## config.mk

```make
export PLATFORM = sky130hd
export DESIGN_NAME = pci_tgt_burst
export DESIGN_NICKNAME = d
export VERILOG_FILES = /design/src/rtl/pci_tgt_pkg.sv /design/src/rtl/pci_tgt_parity.sv /design/src/rtl/pci_tgt_regfile.sv /design/src/rtl/pci_tgt_burst_seq.sv /design/src/rtl/pci_tgt_burst.sv
export SDC_FILE = /design/constraint.sdc
export NUM_CORES = 2
export LEC_CHECK = 0
export ABC_AREA = 1
export CORE_AREA = 2 2 503 505
export DETAILED_ROUTE_END_ITERATION = 10
export DIE_AREA = 0 0 505 507
export PLACE_DENSITY = 0.51
export SLEW_MARGIN = 20
export SYNTH_ARGS = -nofsm -noshare
export SYNTH_HDL_FRONTEND = slang
export SYNTH_SLANG_ARGS = --single-unit
```

## constraint.sdc

```tcl
create_clock -name clk_i -period 5.6 [get_ports clk_i]
set_input_delay 1.68 -clock clk_i [delete_from_list [all_inputs] [get_ports clk_i]]
set_output_delay 1.68 -clock clk_i [all_outputs]
set_load 0.02 [all_outputs]
```

## src/rtl/pci_tgt_pkg.sv

```systemverilog
`timescale 1ns/1ps
package pci_tgt_pkg;

  typedef enum logic [1:0] {B_LIN, B_WRAP, B_RSVD} burst_e;

  typedef enum logic [2:0] {S_IDLE, S_RTA, S_XFER, S_HOLD, S_TAR} tstate_e;

  function automatic burst_e order_decode(input logic [1:0] lo);
    if (lo[0]) return B_RSVD;
    if (lo[1]) return B_WRAP;
    return B_LIN;
  endfunction

  function automatic logic cmd_is_rd(input logic [3:0] c);
    return (c == 4'b0110) || (c == 4'b1100) || (c == 4'b1110);
  endfunction

  function automatic logic cmd_is_wr(input logic [3:0] c);
    return (c == 4'b0111) || (c == 4'b1111);
  endfunction

endpackage

```

## src/rtl/pci_tgt_parity.sv

```systemverilog
`timescale 1ns/1ps
module pci_tgt_parity #(
  parameter int W = 36
) (
  input  logic [W-1:0] d_i,
  output logic         p_o
);
  assign p_o = ^d_i;
endmodule

```

## src/rtl/pci_tgt_regfile.sv

```systemverilog
`timescale 1ns/1ps
module pci_tgt_regfile #(
  parameter  int DEPTH = 64,
  localparam int AW    = $clog2(DEPTH)
) (
  input  logic          clk_i,
  input  logic          rst_ni,
  input  logic          we_i,
  input  logic [AW-1:0] waddr_i,
  input  logic [31:0]   wdata_i,
  input  logic [3:0]    wbe_i,
  input  logic [AW-1:0] raddr_i,
  output logic [31:0]   rdata_o
);

  for (genvar b = 0; b < 4; b++) begin : g_lane
    logic [7:0] lane_q [DEPTH];

    always_ff @(posedge clk_i or negedge rst_ni) begin
      if (!rst_ni) begin
        for (int i = 0; i < DEPTH; i++) lane_q[i] <= '0;
      end else if (we_i && wbe_i[b]) begin
        lane_q[waddr_i] <= wdata_i[8*b +: 8];
      end
    end

    assign rdata_o[8*b +: 8] = lane_q[raddr_i];
  end

endmodule

```

## src/rtl/pci_tgt_burst_seq.sv

```systemverilog
`timescale 1ns/1ps
module pci_tgt_burst_seq
  import pci_tgt_pkg::*;
#(
  parameter  int DEPTH = 64,
  parameter  int LINE  = 8,
  localparam int AW    = $clog2(DEPTH),
  localparam int LW    = $clog2(LINE)
) (
  input  logic          clk_i,
  input  logic          rst_ni,
  input  logic          load_i,
  input  logic [AW-1:0] start_i,
  input  burst_e        mode_i,
  input  logic          adv_i,
  output logic [AW-1:0] cur_o,
  output logic [AW-1:0] nxt_o,
  output logic          ld_last_o,
  output logic          cur_last_o,
  output logic          nxt_last_o
);

  localparam logic [AW-1:0] LMASK = AW'(LINE - 1);

  logic [AW-1:0] cur_q, nxt;
  logic [LW-1:0] beat_q;
  burst_e        mode_q;

  function automatic logic is_last(input burst_e m, input logic [AW-1:0] a,
                                   input logic [LW-1:0] b);
    case (m)
      B_WRAP:  return b == LW'(LINE - 1);
      B_RSVD:  return 1'b1;
      default: return a == AW'(DEPTH - 1);
    endcase
  endfunction

  always_comb begin
    nxt = cur_q + 1'b1;
    if (mode_q == B_WRAP) nxt = (cur_q & ~LMASK) | (nxt & LMASK);
  end

  always_ff @(posedge clk_i or negedge rst_ni) begin
    if (!rst_ni) begin
      cur_q  <= '0;
      beat_q <= '0;
      mode_q <= B_LIN;
    end else if (load_i) begin
      cur_q  <= start_i;
      beat_q <= '0;
      mode_q <= mode_i;
    end else if (adv_i) begin
      cur_q  <= nxt;
      beat_q <= beat_q + 1'b1;
    end
  end

  assign cur_o      = cur_q;
  assign nxt_o      = nxt;
  assign ld_last_o  = is_last(mode_i, start_i, '0);
  assign cur_last_o = is_last(mode_q, cur_q, beat_q);
  assign nxt_last_o = is_last(mode_q, nxt, beat_q + 1'b1);

  // reserved order ends on the first phase
  a_r8_rsvd_first: assert property (@(posedge clk_i) disable iff (!rst_ni)
    (load_i && mode_i == B_RSVD) |=> cur_last_o);

  // wrap never leaves its line
  a_r7_wrap_line: assert property (@(posedge clk_i) disable iff (!rst_ni)
    (adv_i && !load_i && mode_q == B_WRAP) |=> ((cur_q & ~LMASK) == $past(cur_q & ~LMASK)));

endmodule

```

## src/rtl/pci_tgt_burst.sv

```systemverilog
`timescale 1ns/1ps
module pci_tgt_burst
  import pci_tgt_pkg::*;
#(
  parameter  logic [31:0] BASE_ADDR = 32'h1000_0000,
  parameter  int          REGION_DW = 64,
  parameter  int          LINE_DW   = 8,
  localparam int          AW        = $clog2(REGION_DW),
  localparam int          AB        = AW + 2
) (
  input  logic        clk_i,
  input  logic        rst_ni,
  input  logic        frame_ni,
  input  logic        irdy_ni,
  input  logic [31:0] ad_i,
  input  logic [3:0]  cbe_i,
  input  logic        par_i,
  output logic [31:0] ad_o,
  output logic        ad_oe_o,
  output logic        par_o,
  output logic        par_oe_o,
  output logic        trdy_no,
  output logic        devsel_no,
  output logic        stop_no,
  output logic        tgt_oe_o,
  output logic        perr_o
);

  tstate_e       state_q;
  logic          frame_prev_q;
  logic          devsel_q, trdy_q, stop_q, tgt_oe_q, is_rd_q;
  logic          ad_oe_q, par_q, par_oe_q;
  logic          chk_q, apar_q, perr_q;
  logic [31:0]   ad_q;

  logic          addr_ph, hit, rd_cmd, wr_cmd, claim, xfer;
  logic          apar_now, dpar_now;
  logic [AW-1:0] cur_a, nxt_a, raddr;
  logic          ld_last, cur_last, nxt_last;
  logic [31:0]   rdata;

  assign addr_ph = (state_q == S_IDLE) && !frame_ni && frame_prev_q;
  assign hit     = ad_i[31:AB] == BASE_ADDR[31:AB];
  assign rd_cmd  = cmd_is_rd(cbe_i);
  assign wr_cmd  = cmd_is_wr(cbe_i);
  assign claim   = addr_ph && hit && (rd_cmd || wr_cmd);
  assign xfer    = (state_q == S_XFER) && trdy_q && !irdy_ni;
  assign raddr   = xfer ? nxt_a : cur_a;

  pci_tgt_burst_seq #(.DEPTH(REGION_DW), .LINE(LINE_DW)) u_seq (
    .clk_i      (clk_i),
    .rst_ni     (rst_ni),
    .load_i     (claim),
    .start_i    (ad_i[AB-1:2]),
    .mode_i     (order_decode(ad_i[1:0])),
    .adv_i      (xfer),
    .cur_o      (cur_a),
    .nxt_o      (nxt_a),
    .ld_last_o  (ld_last),
    .cur_last_o (cur_last),
    .nxt_last_o (nxt_last)
  );

  pci_tgt_regfile #(.DEPTH(REGION_DW)) u_mem (
    .clk_i   (clk_i),
    .rst_ni  (rst_ni),
    .we_i    (xfer && !is_rd_q),
    .waddr_i (cur_a),
    .wdata_i (ad_i),
    .wbe_i   (~cbe_i),
    .raddr_i (raddr),
    .rdata_o (rdata)
  );

  pci_tgt_parity #(.W(36)) u_apar (.d_i({ad_i, cbe_i}), .p_o(apar_now));
  pci_tgt_parity #(.W(36)) u_dpar (.d_i({ad_q, cbe_i}), .p_o(dpar_now));

  always_ff @(posedge clk_i or negedge rst_ni) begin
    if (!rst_ni) begin
      state_q      <= S_IDLE;
      frame_prev_q <= 1'b1;
      devsel_q     <= 1'b0;
      trdy_q       <= 1'b0;
      stop_q       <= 1'b0;
      tgt_oe_q     <= 1'b0;
      is_rd_q      <= 1'b0;
      ad_oe_q      <= 1'b0;
      ad_q         <= '0;
      par_q        <= 1'b0;
      par_oe_q     <= 1'b0;
      chk_q        <= 1'b0;
      apar_q       <= 1'b0;
      perr_q       <= 1'b0;
    end else begin
      frame_prev_q <= frame_ni;
      par_oe_q     <= ad_oe_q;
      if (ad_oe_q) par_q <= dpar_now;
      chk_q        <= 1'b0;
      perr_q       <= chk_q && (apar_q != par_i);
      if (addr_ph) apar_q <= apar_now;

      case (state_q)
        S_IDLE: if (claim) begin
          devsel_q <= 1'b1;
          tgt_oe_q <= 1'b1;
          is_rd_q  <= rd_cmd;
          chk_q    <= 1'b1;
          if (rd_cmd) begin
            state_q <= S_RTA;  // AD turnaround cycle
          end else begin
            trdy_q  <= 1'b1;
            stop_q  <= ld_last;
            state_q <= S_XFER;
          end
        end
        S_RTA: begin
          trdy_q  <= 1'b1;
          ad_oe_q <= 1'b1;
          ad_q    <= rdata;
          stop_q  <= cur_last;
          state_q <= S_XFER;
        end
        S_XFER: if (xfer) begin
          if (frame_ni) begin
            devsel_q <= 1'b0;
            trdy_q   <= 1'b0;
            stop_q   <= 1'b0;
            ad_oe_q  <= 1'b0;
            state_q  <= S_TAR;
          end else if (stop_q) begin
            trdy_q  <= 1'b0;
            ad_oe_q <= 1'b0;
            state_q <= S_HOLD;
          end else begin
            stop_q <= nxt_last;
            if (is_rd_q) ad_q <= rdata;
          end
        end
        S_HOLD: if (frame_ni) begin
          devsel_q <= 1'b0;
          stop_q   <= 1'b0;
          state_q  <= S_TAR;
        end
        S_TAR: begin
          tgt_oe_q <= 1'b0;
          state_q  <= S_IDLE;
        end
        default: state_q <= S_IDLE;
      endcase
    end
  end

  assign ad_o      = ad_q;
  assign ad_oe_o   = ad_oe_q;
  assign par_o     = par_q;
  assign par_oe_o  = par_oe_q;
  assign trdy_no   = ~trdy_q;
  assign devsel_no = ~devsel_q;
  assign stop_no   = ~stop_q;
  assign tgt_oe_o  = tgt_oe_q;
  assign perr_o    = perr_q;

  // devsel only follows an address phase
  a_r2_devsel_after_addr: assert property (@(posedge clk_i) disable iff (!rst_ni)
    $rose(devsel_q) |-> $past(addr_ph));

  // read data driven only after devsel had a cycle
  a_r5_ad_turnaround: assert property (@(posedge clk_i) disable iff (!rst_ni)
    $rose(ad_oe_q) |-> $past(devsel_q) && !$past(trdy_q));

  // stop and trdy never without devsel
  a_r9_stop_needs_devsel: assert property (@(posedge clk_i) disable iff (!rst_ni)
    (stop_q || trdy_q) |-> devsel_q);

  // control pins released only after a driven-negated cycle
  a_r10_release: assert property (@(posedge clk_i) disable iff (!rst_ni)
    $fell(tgt_oe_q) |-> $past(!devsel_q && !trdy_q && !stop_q));

  // ad enable stays inside the driven window
  a_r11_ad_in_window: assert property (@(posedge clk_i) disable iff (!rst_ni)
    ad_oe_q |-> tgt_oe_q && is_rd_q);

endmodule

```

### Yosys cells after proc, flatten, opt, wreduce, memory -nomap -nowiden

Index checks and enable logic that the tools add are counted.
W data, S select, Z words.

| operators by class | value |
|---|---|
| multiplexer cells | 66 |
| equal/unequal tests | 28 |
| order comparisons | 3 |
| reduce and logical (&&, ||, !) cells | 37 |
| bitwise gates (word level) | 7 |
| add/sub/neg operators | 2 |

Operators with widths:

| kind | count |
|---|---|
| $bwmux W512 | 4 |
| $bmux W8 S6 | 4 |
| $mux W32 | 4 |
| $mux W8 | 9 |
| $reduce_xor A36 Y1 | 2 |
| $pmux W32 S2 | 1 |
| $demux W8 S6 | 1 |
| $eq A24 B21 Y1 const B | 1 |
| $mux W3 | 7 |
| $mux W1 | 19 |
| $eq A6 B6 Y1 const B | 3 |
| $mux W6 | 3 |
| $reduce_and A5 Y1 | 3 |
| $ge A7 B7 Y1 const B | 2 |
| $ne A2 B2 Y1 const B | 7 |
| $not A6 Y7 | 2 |
| $logic_and A1 B1 Y1 | 13 |
| $eq A4 B4 Y1 const B | 3 |
| $pmux W3 S4 | 1 |
| $mux W2 | 5 |
| $pmux W1 S2 | 5 |
| $eq A3 B3 Y1 const B | 3 |
| $eq A4 B3 Y1 const B | 2 |
| $lt A7 B1 Y1 const B | 1 |
| other kinds (22) | 38 |

| word-level totals | value |
|---|---|
| bits of input ports | 41 |
| output and inout bits | 40 |
| logic and storage cells | 416 |
| register bits | 2106 |

### Depth between registers and ports, before layout

| depth | value |
|---|---|
| word-level depth | 13 |
| gate-level depth with buffers | 18 |
| depth with buffers taken out | 16 |

### Modules after synthesis

Synthesis repeated with hierarchy kept, for this count alone.

| second synthesis, totals | value |
|---|---|
| cells, all modules | 12361 |
| area, all modules | 97446.0 µm² |

Modules (own cells, without submodules):

| module | times used | area an instance (µm²) | sequential area each (µm²) | cells an instance |
|---|---|---|---|---|
| pci_tgt_regfile | 1 | 92840.3 | 51249.2 | 11604 |
| pci_tgt_burst | 1 | 2363.5 | 1177.4 | 302 |
| pci_tgt_parity | 2 | 749.5 | 0.0 | 177 |
| pci_tgt_burst_seq | 1 | 743.2 | 275.3 | 101 |

### Worst setup path before layout

Ideal clock, no wire load.

| timing path | value |
|---|---|
| path type | in2reg |
| start | in ad_i[25] |
| end | reg apar_q |
| arrival time | 3390 ps |
| path slack | 2083 ps |
| stages | 10 |
| data required time | 5473 ps |
| setup time | 127 ps |
| buffers on the path | 2 |
| cells stage by stage | inv_1 > clkbuf_1 > clkbuf_1 > ha_1 > xnor2_1 > xnor2_1 > xnor2_1 > xor2_1 > xor2_1 > o21ai_0 |

| between the ends | value |
|---|---|
| longest elaborated chain between the ends | 1 |

Ends and longest elaborated chain:

| element | RTL line | source |
|---|---|---|
| start, declared | pci_tgt_burst.sv:15 | `input logic [31:0] ad_i,` |
| $reduce_xor A36 Y1 | pci_tgt_parity.sv:8 | `assign p_o = ^d_i;` |
| end signal, assigned | pci_tgt_burst.sv:100 | `if (addr_ph) apar_q <= apar_now;` |
| end, declared | pci_tgt_burst.sv:33 | `logic chk_q, apar_q, perr_q;` |

No other way between the ends.
A chain may end at the register's enable or synchronous reset.

### Final worst setup path

| timing path | value |
|---|---|
| start | in irdy_ni |
| end | reg ad_q[25], in the netlist ad_o[25] |

| between the ends | value |
|---|---|
| longest elaborated chain between the ends | 12 |
| elaborated cells on any way between the ends | 14 |
| those cells by class | 1 x eq/ne; 9 x mux; 1 x bitwise; 3 x reduce/logical |

Ends and longest elaborated chain:

| element | RTL line | source |
|---|---|---|
| start, declared | pci_tgt_burst.sv:14 | `input logic irdy_ni,` |
| $logic_not A1 Y1 * | pci_tgt_burst.sv:47 | `assign xfer = (state_q == S_XFER) && trdy_q && !irdy_ni;` |
| $logic_and A1 B1 Y1 * | pci_tgt_burst.sv:47 |  |
| $mux W6 | -- |  |
| $not A6 Y7 (not written as such) | pci_tgt_regfile.sv:27 | `assign rdata_o[8*b +: 8] = lane_q[raddr_i];` |
| $bmux W8 S6 | pci_tgt_regfile.sv:27 |  |
| $mux W8 (not written as such) (2 in a row) | pci_tgt_regfile.sv:27 |  |
| $mux W32 | pci_tgt_burst.sv:136 | `if (is_rd_q) ad_q <= rdata;` |
| $mux W32 | pci_tgt_burst.sv:130 | `end else if (stop_q) begin` |
| $mux W32 | pci_tgt_burst.sv:124 | `if (frame_ni) begin` |
| $mux W32 | pci_tgt_burst.sv:123 | `S_XFER: if (xfer) begin` |
| $pmux W32 S2 | pci_tgt_burst.sv:102 | `case (state_q)` |
| end signal, assigned | pci_tgt_burst.sv:119 | `ad_q <= rdata;` |
| end signal, assigned | pci_tgt_burst.sv:136 |  |
| end, declared | pci_tgt_burst.sv:34 | `logic [31:0] ad_q;` |

Mark *: on every way between the ends. The rest lies on a longest branch, timed or not. The select of a mux whose other input is x is not followed.

==> results.yml <==
status:
  run_status: "completed"
sta:
  finalHoldViolCount: 0
  fin_setup_tns_ns: 0
  worstMarginPinSlew_ns: 1.31
  setup_slack_ns: 1.21
  slew_violations: 0
  setup_violations: 0
  max_freq_ghz: 0.228
  rsz0062_at_grt: "false"
  fin_crit_sh_pct: 78.4
  skew_ns: 0.0554
  min_period_ns: 4.39
  maxSlewHeadroom_pct: 12.4
global_route:
  grt_max_degree: 145
  track_usage_pct: 28.3
  grt_pass1_vias: 81200
  grt_pass1_wl_mm: 551
  antenna_found_initial: 16
  grt.overflow.total: 0
clock_tree:
  cts_resized: 0
  clk_path_buf_depth: 3
  htree_levels: 4
  clock_sinks: 2106
  ctsRootBufferMaster: "clkbuf_16"
  cts_hold_buf: 0
  cts_tree: "done"
  clk_pin_slew_ns: 0.06
  cts_setup_buffers: 0
  worstSkewPairLatency_ns: 0.91
  cts-buffers-inserted: 233
place:
  dp_cells: 14700
  place.gp.congestion: 0.875
  place_ws_ns: 0.307
  dp.final_hpwl_mm: 225
  io_buffers: 80
floorplan:
  start_util_pct: 38.8
  die_x_microns: 505
  dieArea_sq_um: 256000
  rows: 184
  die_h_microns: 507
  ios: 81
  core_area_sq_um: 250000
yosys:
  avgSynthCellArea_sq_um: 8.09
  synth_warnings: 0
  ys_async_sr_fraction_pct: 100
  synth_nets: 12100
  synth_edf_count: 0
  netlist_area_sq_um: 97100
  ys_seq_area_share_pct: 54.3
  ys_seq_elements: 2106
  synthCells: 12000
  yosys_most_used_dff: "dfrtp_1"
  synth.distinct_cells: 39
setup_path:
  cp.depth: 14
  r2r_start: "u_seq.cur_o[0]"
  worst-path-max-fanout: 76
  cp.arrival_ns: 5.23
  cp_data_required_time_ns: 6.44
  worstPathCellList: "clkdlybuf4s50_1, nor2_1, nand4_1, nand2_8, buf_12, buf_12, nand2_1, nand3_1, nand3_1, nand3_1, nand3_1, nand3_1, nand3_1, nand2_1"
  max_stage_delay_ns: 0.59
  worstSetupPathType: "in2reg"
  ff2ff_path_depth: 5
  endpoint: "ad_o[25]"
  crit_path_end_kind: "register"
  cp_common_cell: "nand3_1"
  r2r-end: "u_mem.g_lane[1].lane_q[424]"
  slowest_stage: "clkdlybuf4s50_1"
  crit_buf_inv: 3
  crit_start: "irdy_ni"
  crit_family: "simple AND/OR/NAND/NOR gates"
  startpoint_type: "input port"
  r2r_slack_ns: 2.11
pwr:
  ir_worst_vdd_uv: 649
  power.density_nw_per_um2: 541
  p_leak_nw: 47.1
  p_total_mw: 58.9
run:
  maxCapViolCount: 0
drt:
  num_vias: 85500
  drt_iter0_markers: 9877
  postRouteAntennaNets: 0
  routed_wl_mm: 367
  detail_route.first_pass.iterations: 8
  wl_per_cell_microns: 24.2
  viasPerCell: 5.65
  drc: 0
final_layout:
  syn_to_final_growth_pct: 12.1
  nFillCells: 25300
  finalNetCount: 11600
  drive_gt1_share_pct: 6.67
  stdcell_count: 15100
  fin_util_pct: 43.5
hold_path:
  hp-class: "reg2reg"
  min_from: "u_mem.g_lane[3].lane_q[343]"
==> Yosys cell counts (3+ instances only) <==
master	number	area share, %
clkbuf_1	570	2.2
ha_1	29	0.37
nor2_1	82	0.32
buf_4	35	0.27
o21ai_2	3	0.027
inv_1	99	0.38
nand3_1	2529	13
buf_6	3	0.035
a21oi_1	5	0.026
dfrtp_1	2105	54
buf_1	23	0.089
o21ai_0	1850	9.5
xor2_1	13	0.12
nor3_1	6	0.031
inv_2	10	0.039
o21ai_1	219	1.1
nor2_8	4	0.082
buf_2	382	2.0
xnor2_1	37	0.33
nand3b_1	25	0.19
nand2_1	3920	15
nand4_1	6	0.039
nand2_2	35	0.23
==> stage by stage <==
step	cell area [sq um]	hold slack (ns)
6_report	109000	0.474
5_1_grt	109000	0.499
4_1_cts	109000	0.480
3_5_place_dp	101000	0.465
3_3_place_gp	101000	0.457
2_1_floorplan	97100	0.444
==> worst min-delay path by stage <==
stage               cells after the start  slack [ns]                           to
detailed placement                      2        0.47  u_mem.g_lane[3].lane_q[279]
finish                                  2        0.47  u_mem.g_lane[3].lane_q[343]
global placement                        2        0.46  u_mem.g_lane[3].lane_q[503]
global route                            2        0.50   u_mem.g_lane[0].lane_q[54]
CTS                                     2        0.48  u_mem.g_lane[3].lane_q[343]
floorplan                               2        0.44  u_mem.g_lane[3].lane_q[103]
==> routing by layer <==
layer  vias up  routed length [microns]  part of all wire (%)  GRT usage, %
met2      3224                   164000                    45          43.2
li1      39200                        -                     -             -
met3       598                    25900                   7.1          5.14
met5         -                      154                 0.042         0.537
met4         4                    17700                   4.8          13.1
met1     42500                   159000                    43          39.0
==> layout by cell type, fill, tap and decap left out, drive strengths merged, types with 2 or more instances in the layout <==
master | netlist | final
clkinv | 1 | 56
bufinv | 0 | 13
xnor2 | 37 | 37
nor3 | 6 | 6
nand4 | 6 | 6
nand3b | 25 | 25
clkinvlp | 0 | 6
clkbuf | 570 | 354
nand3 | 2531 | 2531
or2 | 2 | 2
buf | 443 | 253
a21oi | 5 | 5
clkdlybuf4s50 | 0 | 79
xor2 | 13 | 13
o21ai | 2073 | 2073
o31ai | 2 | 2
nor2 | 87 | 87
diode | 0 | 25
ha | 29 | 29
nand2 | 3957 | 3957
inv | 109 | 116
a31oi | 2 | 2
dfrtp | 2105 | 2105
==> power breakdown <==
group | leakage (nW) | switching, mW | total (mW) | internal (mW)
clock network | 3.88 | 6.67 | 15.8 | 9.10
logic | 14.0 | 16.8 | 24.0 | 7.19
registers | 29.2 | 1.67 | 19.2 | 17.5
==> layout make-up <==
cell class / count / area (sq um) / share of cell area [%]
sequential: 2106 / 52700 / 48.4
antenna: 25 / 62.6 / 0.0574
timing repair buffer: 332 / 3820 / 3.51
tap: 3348 / 4190 / 3.85
multi-input combinational: 8780 / 39800 / 36.6
inverter: 110 / 435 / 0.400
clock buffer: 354 / 6900 / 6.33
clock inverter: 81 / 975 / 0.895
==> tightest hold or removal path: cells and delay by family, from the launching register on <==
kind             cells  cell delay (ns)
AO/OA/AOI/OAI        1             0.06
flip-flops           1             0.33
AND/OR/NAND/NOR      1             0.05
==> state kept, by name, summed over array words and instances, names as in the netlist <==
name	cells
perr_o	1
u_seq.mode_q	2
tgt_oe_o	1
state_q	3
par_oe_o	1
u_mem.g_lane.lane_q	2048
stop_q	1
ad_o	32
chk_q	1
is_rd_q	1
trdy_q	1
apar_q	1
u_seq.beat_q	3
devsel_q	1
u_seq.cur_o	6
ad_oe_o	1
par_o	1
frame_prev_q	1
==> logic make-up (layout without fill, tap and decap cells) <==
group / after synthesis / after routing / synth area share (%)
compound gates: 2086 / 2086 / 10.8
fa+ha+maj: 29 / 29 / 0.374
other cells: 0 / 25 / 0
flops: 2106 / 2106 / 54.3
simple gates: 6615 / 6615 / 29.1
xor+xnor: 50 / 50 / 0.451
buf+inv: 1123 / 877 / 4.99
(Power assumes the default switching activity.)
